File: src/rtl/secded_pkg.sv
package secded_pkg;

    localparam int DATA_W = 8;
    localparam int CHK_W  = 4;
    localparam int HPOS   = DATA_W + CHK_W;   // highest Hamming position
    localparam int CW_W   = HPOS + 1;         // plus overall parity at bit 0

    typedef enum logic [1:0] {
        RES_CLEAN,
        RES_FIXED,
        RES_FATAL
    } chk_res_e;

    typedef enum logic [1:0] {
        ST_IDLE,
        ST_CLEAN,
        ST_FIXED,
        ST_FATAL
    } rd_state_e;

    function automatic logic is_pow2(input int p);
        return (p & (p - 1)) == 0;
    endfunction

    // XOR of the positions of all set bits among Hamming positions 1..HPOS
    function automatic logic [CHK_W-1:0] syndrome(input logic [CW_W-1:0] cw);
        logic [CHK_W-1:0] s;
        s = '0;
        for (int p = 1; p <= HPOS; p++) begin
            if (cw[p]) s = s ^ CHK_W'(p);
        end
        return s;
    endfunction

    function automatic logic [CW_W-1:0] encode(input logic [DATA_W-1:0] d);
        logic [CW_W-1:0]  cw;
        logic [CHK_W-1:0] s;
        int               k;
        cw = '0;
        k  = 0;
        for (int p = 1; p <= HPOS; p++) begin
            if (!is_pow2(p)) begin
                cw[p] = d[k];
                k++;
            end
        end
        s = syndrome(cw);
        for (int j = 0; j < CHK_W; j++) cw[1 << j] = s[j];
        cw[0] = ^cw[HPOS:1];
        return cw;
    endfunction

    function automatic logic [DATA_W-1:0] extract(input logic [CW_W-1:0] cw);
        logic [DATA_W-1:0] d;
        int                k;
        d = '0;
        k = 0;
        for (int p = 1; p <= HPOS; p++) begin
            if (!is_pow2(p)) begin
                d[k] = cw[p];
                k++;
            end
        end
        return d;
    endfunction

endpackage

File: src/rtl/secded_encode.sv
module secded_encode
    import secded_pkg::*;
(
    input  logic [DATA_W-1:0] data_i,
    input  logic [CW_W-1:0]   flip_i,
    output logic [CW_W-1:0]   cw_o
);
    // layout built by encode(); R7 fault mask applied on the way in
    assign cw_o = encode(data_i) ^ flip_i;
endmodule

File: src/rtl/secded_store.sv
module secded_store
    import secded_pkg::*;
#(
    parameter int DEPTH = 16,
    localparam int AW   = $clog2(DEPTH)
) (
    input  logic            clk,
    input  logic            we_i,
    input  logic [AW-1:0]   waddr_i,
    input  logic [CW_W-1:0] wcw_i,
    input  logic [AW-1:0]   raddr_i,
    output logic [CW_W-1:0] rcw_o
);
    logic [CW_W-1:0] mem_q [DEPTH];

    always_ff @(posedge clk) begin
        if (we_i) mem_q[waddr_i] <= wcw_i;
    end

    // asynchronous fetch; the caller registers the decoded result, so a
    // same-edge write is not yet visible
    assign rcw_o = mem_q[raddr_i];
endmodule

File: src/rtl/secded_check.sv
module secded_check
    import secded_pkg::*;
(
    input  logic [CW_W-1:0]   cw_i,
    output logic [DATA_W-1:0] data_o,
    output chk_res_e          res_o
);
    logic [CHK_W-1:0] syn;
    logic             par_bad;
    logic [CW_W-1:0]  repaired;

    always_comb begin
        syn      = syndrome(cw_i);
        par_bad  = ^cw_i;
        repaired = cw_i;
        if (!par_bad && syn == '0) begin
            res_o = RES_CLEAN;
        end else if (par_bad && int'(syn) <= HPOS) begin
            res_o = RES_FIXED;
            if (syn == '0) begin
                repaired[0] = ~repaired[0];
            end else begin
                for (int p = 1; p <= HPOS; p++) begin
                    if (int'(syn) == p) repaired[p] = ~repaired[p];
                end
            end
        end else begin
            res_o = RES_FATAL;
        end
        data_o = extract(repaired);
    end

    // a repaired word must be a valid codeword again
    always_comb begin
        if (res_o == RES_FIXED) begin
            a_r4_repair_valid: assert (syndrome(repaired) == '0 && (^repaired) == 1'b0);
        end
    end
endmodule

File: src/rtl/secded_mem_path.sv
module secded_mem_path
    import secded_pkg::*;
#(
    parameter int DEPTH = 16,
    localparam int AW   = $clog2(DEPTH)
) (
    input  logic              clk,
    input  logic              rst_n,
    input  logic              wr_en,
    input  logic [AW-1:0]     wr_addr,
    input  logic [DATA_W-1:0] wr_data,
    input  logic [CW_W-1:0]   err_inject,
    input  logic              rd_en,
    input  logic [AW-1:0]     rd_addr,
    output logic [DATA_W-1:0] rd_data,
    output logic              rd_valid,
    output logic              corrected_o,
    output logic              uncorrectable_o
);
    logic [CW_W-1:0]   wr_cw;
    logic [CW_W-1:0]   rd_cw;
    logic [DATA_W-1:0] dec_data;
    chk_res_e          dec_res;
    rd_state_e         state_q, state_d;
    logic [DATA_W-1:0] data_q;
    logic              valid_q;

    secded_encode u_enc (
        .data_i (wr_data),
        .flip_i (err_inject),
        .cw_o   (wr_cw)
    );

    secded_store #(.DEPTH(DEPTH)) u_store (
        .clk     (clk),
        .we_i    (wr_en),
        .waddr_i (wr_addr),
        .wcw_i   (wr_cw),
        .raddr_i (rd_addr),
        .rcw_o   (rd_cw)
    );

    secded_check u_chk (
        .cw_i   (rd_cw),
        .data_o (dec_data),
        .res_o  (dec_res)
    );

    always_comb begin
        state_d = state_q;
        if (rd_en) begin
            unique case (dec_res)
                RES_CLEAN: state_d = ST_CLEAN;
                RES_FIXED: state_d = ST_FIXED;
                RES_FATAL: state_d = ST_FATAL;
                default:   state_d = ST_FATAL;
            endcase
        end
    end

    // state register (and the data held with it)
    always_ff @(posedge clk) begin
        if (!rst_n) begin
            state_q <= ST_IDLE;
            data_q  <= '0;
            valid_q <= 1'b0;
        end else begin
            state_q <= state_d;
            valid_q <= rd_en;
            if (rd_en) data_q <= dec_data;
        end
    end

    // outputs
    always_comb begin
        corrected_o     = 1'b0;
        uncorrectable_o = 1'b0;
        unique case (state_q)
            ST_IDLE:  ;
            ST_CLEAN: ;
            ST_FIXED: corrected_o     = 1'b1;
            ST_FATAL: uncorrectable_o = 1'b1;
            default:  ;
        endcase
    end

    assign rd_data  = data_q;
    assign rd_valid = valid_q;

    a_r3_valid_after_read: assert property (@(posedge clk) disable iff (!rst_n)
        rd_en |=> rd_valid);

    a_r3_no_spurious_valid: assert property (@(posedge clk) disable iff (!rst_n)
        !rd_en |=> !rd_valid);

    a_r6_hold_outputs: assert property (@(posedge clk) disable iff (!rst_n)
        !rd_en |=> ($stable(rd_data) && $stable(corrected_o) && $stable(uncorrectable_o)));

    a_r5_flags_exclusive: assert property (@(posedge clk) disable iff (!rst_n)
        !(corrected_o && uncorrectable_o));
endmodule

File: config.mk
export PLATFORM = sky130hd
export DESIGN_NAME = secded_mem_path
export DESIGN_NICKNAME = d
export VERILOG_FILES = /design/src/rtl/secded_pkg.sv /design/src/rtl/secded_encode.sv /design/src/rtl/secded_store.sv /design/src/rtl/secded_check.sv /design/src/rtl/secded_mem_path.sv
export SDC_FILE = /design/constraint.sdc
export NUM_CORES = 1
export LEC_CHECK = 0
export BUFFER_PORTS_ARGS = -buffer_cell sky130_fd_sc_hd__buf_4
export CAP_MARGIN = 25
export CORE_ASPECT_RATIO = 0.5
export CORE_UTILIZATION = 32
export CTS_CLUSTER_SIZE = 12
export DETAILED_ROUTE_END_ITERATION = 6
export SYNTH_ARGS = -nofsm -noshare
export SYNTH_HDL_FRONTEND = slang
export SYNTH_SLANG_ARGS = --single-unit
File: constraint.sdc
create_clock -name clk -period 3.65 [get_ports clk]
set_input_delay 0.73 -clock clk [delete_from_list [all_inputs] [get_ports clk]]
set_output_delay 0.73 -clock clk [all_outputs]
set_load 0.005 [all_outputs]
# ---- Word-level counts from Yosys, hierarchy flattened
# Memories as Yosys holds them, arrays and structs flattened.
# Index checks and enable logic that the tools add are counted.
dict set report totals {
  elab_cells 102
  out_inout_bits 11
  reg_bits 11
  inputBits 33
  ram_bits 208
  memories 1
}
# name words width read_ports rd_ports_with_merged_regs wr line_no
set memory_table {}
lappend memory_table {u_store.mem_q 16 13 1 0 1 secded_store.sv:14} ;# logic [CW_W-1:0] mem_q [DEPTH];
dict set report classes {
  n_mux 43
  n_bitwise 32
  reduce_logical 7
  eq_ne 15
  n_lt_le_gt_ge 1
}
# op n
set ops {}
lappend ops {{2-to-1 mux 4 bit} 9}
lappend ops {{equality test 4 bit (second input constant)} 8}
lappend ops {{2-to-1 mux 13 bit} 2}
lappend ops {{NOT 2 bit} 11}
lappend ops {{2-to-1 mux 3 bit} 7}
lappend ops {{2-to-1 mux 1 bit} 18}
lappend ops {{NOT 1 bit} 13}
lappend ops {{parity 13 bit} 1}
lappend ops {{XOR 13 bit} 1}
lappend ops {{equality test 4 x 3 -> 1 bit (second input constant)} 3}
lappend ops {{2-to-1 mux 12 bit} 1}
lappend ops {{NOT 3 bit} 4}
lappend ops {{parity 12 bit} 1}
lappend ops {{2-to-1 mux 2 bit} 5}
lappend ops {{equality test 2 bit (second input constant)} 2}
lappend ops {{equality test 4 x 2 -> 1 bit (second input constant)} 1}
lappend ops {{<= comparator 4 bit (second input constant)} 1}
lappend ops {{logical NOT 4 bit} 1}
lappend ops {{case mux 2 bit (2 select lines)} 1}
lappend ops {{NOT 1 bit (first input constant)} 3}
lappend ops {{equality test 2 x 1 -> 1 bit (second input constant)} 1}
lappend ops {{logical AND 1 bit} 2}
lappend ops {{logical NOT 2 bit} 1}
lappend ops {{logical NOT 1 bit} 1}

# ---- Depth between registers and ports, before layout
# An unclocked memory read counts as a cell.
dict set report logic_depth {
  depth_word 27
  depth_mapped 13
  ltp_nobuf 9
}

# ---- Hierarchy
# A second synthesis with hierarchy kept.
dict set report unflattened {
  cells_unflattened 463
  hier_area_um2 9236.4
}
# mod seq_area_each_um2 cells_each instances area_per_inst_um2
set by_module_without_submodules {}
lappend by_module_without_submodules {secded_store 6246.0 342 1 7982.7}
lappend by_module_without_submodules {secded_check 0.0 57 1 583.1}
lappend by_module_without_submodules {secded_mem_path 220.2 38 1 414.1}
lappend by_module_without_submodules {secded_encode 0.0 26 1 256.5}

# ---- Least setup slack after synthesis
# OpenSTA, ideal clock, no wires.
dict set report synth_timing {
  kind {in2reg}
  start {input rd_addr[2]}
  end {register data_q[2], in the netlist rd_data[2]}
  stages 10
  required_ns 3.559
  n_path_buf 2
  arrival_ns 3.564
  setup_slack_ns -0.005
  setup_ns 0.091
  cell_sequence {clkbuf_1 -> clkbuf_1 -> mux4_2 -> mux4_2 -> xnor2_2 -> xnor2_1 -> xnor2_2 -> nand2_2 -> or4_1 -> a311oi_1}
}
dict set report synth_via {
  elab_chain_cells 23
  elab_cells_between_ends 33
  classes_between {1 x order compare; 1 x eq/ne; 16 x mux; 9 x bitwise; 5 x reduce/logical; 1 x memory}
}
# item line_no
set synth_rtl {}
lappend synth_rtl {{start: declaration} secded_mem_path.sv:14} ;# input logic [AW-1:0] rd_addr,
lappend synth_rtl {{memory (16 x 13 bit) *} -}
lappend synth_rtl {{2-to-1 mux 1 bit} secded_pkg.sv:30} ;# if (cw[p]) s = s ^ CHK_W'(p);
lappend synth_rtl {{2-to-1 mux 2 bit} secded_pkg.sv:30}
lappend synth_rtl {{NOT 2 bit (no line)} -}
lappend synth_rtl {{2-to-1 mux 2 bit} secded_pkg.sv:30}
lappend synth_rtl {{2-to-1 mux 3 bit} secded_pkg.sv:30}
lappend synth_rtl {{NOT 2 bit (no line)} -}
lappend synth_rtl {{2-to-1 mux 3 bit (2 in series)} secded_pkg.sv:30}
lappend synth_rtl {{[4 not listed]} -}
lappend synth_rtl {{2-to-1 mux 4 bit (2 in series)} secded_pkg.sv:30}
lappend synth_rtl {{NOT 3 bit (no line)} -}
lappend synth_rtl {{2-to-1 mux 4 bit (2 in series)} secded_pkg.sv:30}
lappend synth_rtl {{equality test 4 bit} secded_check.sv:24} ;# if (int'(syn) == p) repaired[p] = ~repaired[p];
lappend synth_rtl {{2-to-1 mux 1 bit} secded_check.sv:24}
lappend synth_rtl {{2-to-1 mux 12 bit} secded_check.sv:20} ;# if (syn == '0) begin
lappend synth_rtl {{2-to-1 mux 13 bit} secded_check.sv:18} ;# end else if (par_bad && int'(syn) <= HPOS) begin
lappend synth_rtl {{2-to-1 mux 13 bit *} secded_check.sv:16} ;# if (!par_bad && syn == '0) begin
lappend synth_rtl {{end signal: assignment} secded_mem_path.sv:70} ;# if (rd_en) data_q <= dec_data;
lappend synth_rtl {{end: declaration} secded_mem_path.sv:25} ;# logic [DATA_W-1:0] data_q;
# Mark *: on every way between the ends. The rest lies on a longest branch, timed or not.
# A chain may end at the register's enable or synchronous reset.

# ---- Worst setup path in the final report
dict set report layout_timing {
  start {input rd_addr[0]}
  end {register data_q[2], in the netlist rd_data[2]}
}
# The elaborated chain is that of the path after synthesis.

==> out/metrics.yaml <==
drt:
  via_per_inst: 4.89
  dr.pass1.iters: 4
  vias: 4842
  route.final.wire_length_mm: 21.0
  drc_errors: 0
  ant_nets: 0
  wl_per_cell_um: 21.2
  first_iter_violations: 327
floorplan:
  num_rows: 43
  start_util_pct: 32.7
  ios: 44
  die_h_um: 121
  die_x_um: 241
  dieArea_um2: 29200
  coreArea_um2: 27900
status:
  status: "complete, no violations"
sta:
  setup_viol: 0
  timing_hold_violations_final: 0
  period_share_pct: 90.3
  drv_slew: 0
  fin_crit_ps: 3300
  relSlewSlack_pct: 26.0
  grt_setup_unrepaired: "false"
  finalHoldWorstSlack_ps: 481
  fmax_ghz: 0.303
  worstMarginPinSlew_ps: 1110
  skew_ps: 13.2
final_layout:
  final_layout_size_suffix_gt1_share_pct: 33.2
  multiInputGateArea_um2: 2510
  seqCellArea_um2: 6470
  syn_to_final_growth_pct: 21.7
  diodes: 0
  fill_cells: 2548
  finalNonFillerCells: 990
  nets: 635
grt:
  grt_pass1_vias: 4975
  antenna_found_initial: 0
  grt_pass1_wl_mm: 30.9
  grt_usage_pct: 14.6
  grt_overflow: 0
  grt_max_degree: 27
synth:
  syn-mean-instance-area_um2: 19.2
  ys_seq_area_share_pct: 70.9
  synth_edf_count: 208
  synth.ff_latch_count: 219
  async_flop_share_pct: 0
  ys_warn_count: 0
  syn-num-nets: 507
  netlist_instances: 474
  syn-cell-area_um2: 9120
  ys_types: 50
  ys.flop_type: "edfxtp_1"
critical_path:
  max_stage_delay_ps: 530
  reg2reg_setup_slack_ps: 600
  worstPathArrival_ps: 3720
  crit_chain: "buf_4, buf_12, mux4_1, nand2b_1, o2bb2ai_1, xnor2_1, xnor3_1, xnor2_1, nand2b_1, or4_1, a311oi_1"
  cp.required_ps: 4070
  cp_max_fo: 10
  slowest_stage: "mux4_1"
  end_kind: "register"
  cp-start-kind: "primary input"
  critPathKind: "in -> reg"
cts:
  cts.repair.resized: 0
  hold_buffers: 0
  cts_sinks: 219
  clk_pin_slew_worst_paths_ps: 50
  cts-root-buf: "clkbuf_16"
  cts_buffer_depth: 3
  clkLatencyLatePin_ps: 520
  cts_setup_buffers: 0
  cts_tree: "built"
  cts-htree-levels: 1
  cts_made_buffers: 23
placement:
  dp.cells: 955
  portBuffers: 43
  gp_congestion: 0.767
  dp_hpwl_mm: 13.3
hold_path:
  hold_class: "reg -> reg"
power_and_ir_drop:
  p_leak_nw: 3.78
  power.density_nw_per_um2: 545
  vdd.ir_drop.worst_v: 0.000332
flow_run:
  drv_cap: 0
-- synth_stat cells (all sizes together) (4+ instances only) --
master | number | share of area (%)
nor2b | 7 | 0.48
xnor2 | 28 | 2.9
inv | 5 | 0.21
nor2 | 25 | 1.0
nand2 | 15 | 0.64
and2 | 4 | 0.27
a221oi | 5 | 0.48
edfxtp | 208 | 68
a22oi | 16 | 1.3
nor3 | 7 | 0.38
dfxtp | 11 | 2.4
a311oi | 4 | 0.38
nand2b | 4 | 0.27
mux4 | 50 | 13
clkbuf | 8 | 0.33
mux2i | 11 | 1.2
buf | 11 | 1.3
xor2 | 17 | 1.7
o21ai | 6 | 0.49
-- logic make-up after synthesis --
family | after synthesis | share of synthesized area [%]
mux | 61 | 13.9
simple gates | 77 | 4.21
flops | 219 | 70.9
compound gates | 45 | 3.92
xor+xnor | 48 | 5.31
buf+inv | 24 | 1.80
-- final timing paths --
path,start,endpoint,depth (start not counted)
setup / recovery,rd_addr[0],rd_data[2],11
hold / removal,rd_data[0],rd_data[0],2
setup reg to reg,u_store.mem_q[5][4],state_q[0],9
hold reg to reg,rd_data[0],rd_data[0],2
-- state kept, by name, summed over array words and instances, names as in the netlist --
signal	cells
u_store.mem_q	208
rd_data	8
state_q	2
rd_valid	1
-- per-stage QoR --
step | util (%) | area [um2] | worst slack (ps) | TNS (ps) | power (mW)
after CTS | 39.7 | 11100 | 358 | 0 | 6.08
final | 39.8 | 11100 | 353 | 0 | 6.05
after floorplan | - | 9120 | 65.0 | 0 | 3.55
after global routing | 39.8 | 11100 | 172 | 0 | 6.26
after detailed placement | 37.4 | 10400 | -181 | -1040 | 4.05
after global placement | 37.4 | 10400 | -145 | -692 | 4.03
-- critical path: cells and delay by family --
kind                   cells  cell delay, ps
AND/OR/NAND/NOR            3             660
XOR/XNOR                   3             870
AO/OA/AOI/OAI              2             540
multiplexers               1             530
buffers and inverters      2             380
-- layer usage --
layer	vias up	wire length [um]	GRT usage, %
met5	-	0	0
met4	0	491	4.19
met3	34	913	2.14
met2	109	9880	23.8
met1	2518	9720	20.4
li1	2181	-	-
-- cell usage in the layout, fill, tap and decap left out, drive strengths merged, types with 3 or more instances in the layout --
| cell | n |
|---|---|
| a21oi | 3 |
| a221oi | 5 |
| a22oi | 16 |
| a311oi | 4 |
| and2 | 4 |
| buf | 122 |
| clkbuf | 25 |
| clkinv | 3 |
| dfxtp | 11 |
| edfxtp | 208 |
| inv | 7 |
| mux2i | 11 |
| mux4 | 50 |
| nand2 | 15 |
| nand2b | 4 |
| nand4 | 3 |
| nor2 | 25 |
| nor2b | 7 |
| nor3 | 7 |
| o21ai | 6 |
| xnor2 | 28 |
| xnor3 | 3 |
| xor2 | 17 |
-- where the power goes --
part           internal (mW)  switching, mW  total (mW)
Clock                   1.14          0.907        2.05
Sequential              2.92         0.0231        2.95
Combinational          0.513          0.539        1.05
Total                   4.58           1.47        6.05
-- final cells by class --
type                    count  area share (%)
inverters                   5           0.169
clock buffers              25            5.25
multi-input cells         231            22.6
clock inverters             6           0.440
well taps                 382            4.31
flip-flops and latches    219            58.3
repair buffers            122            8.93
No activity file was read; power rests on OpenSTA's default activity.
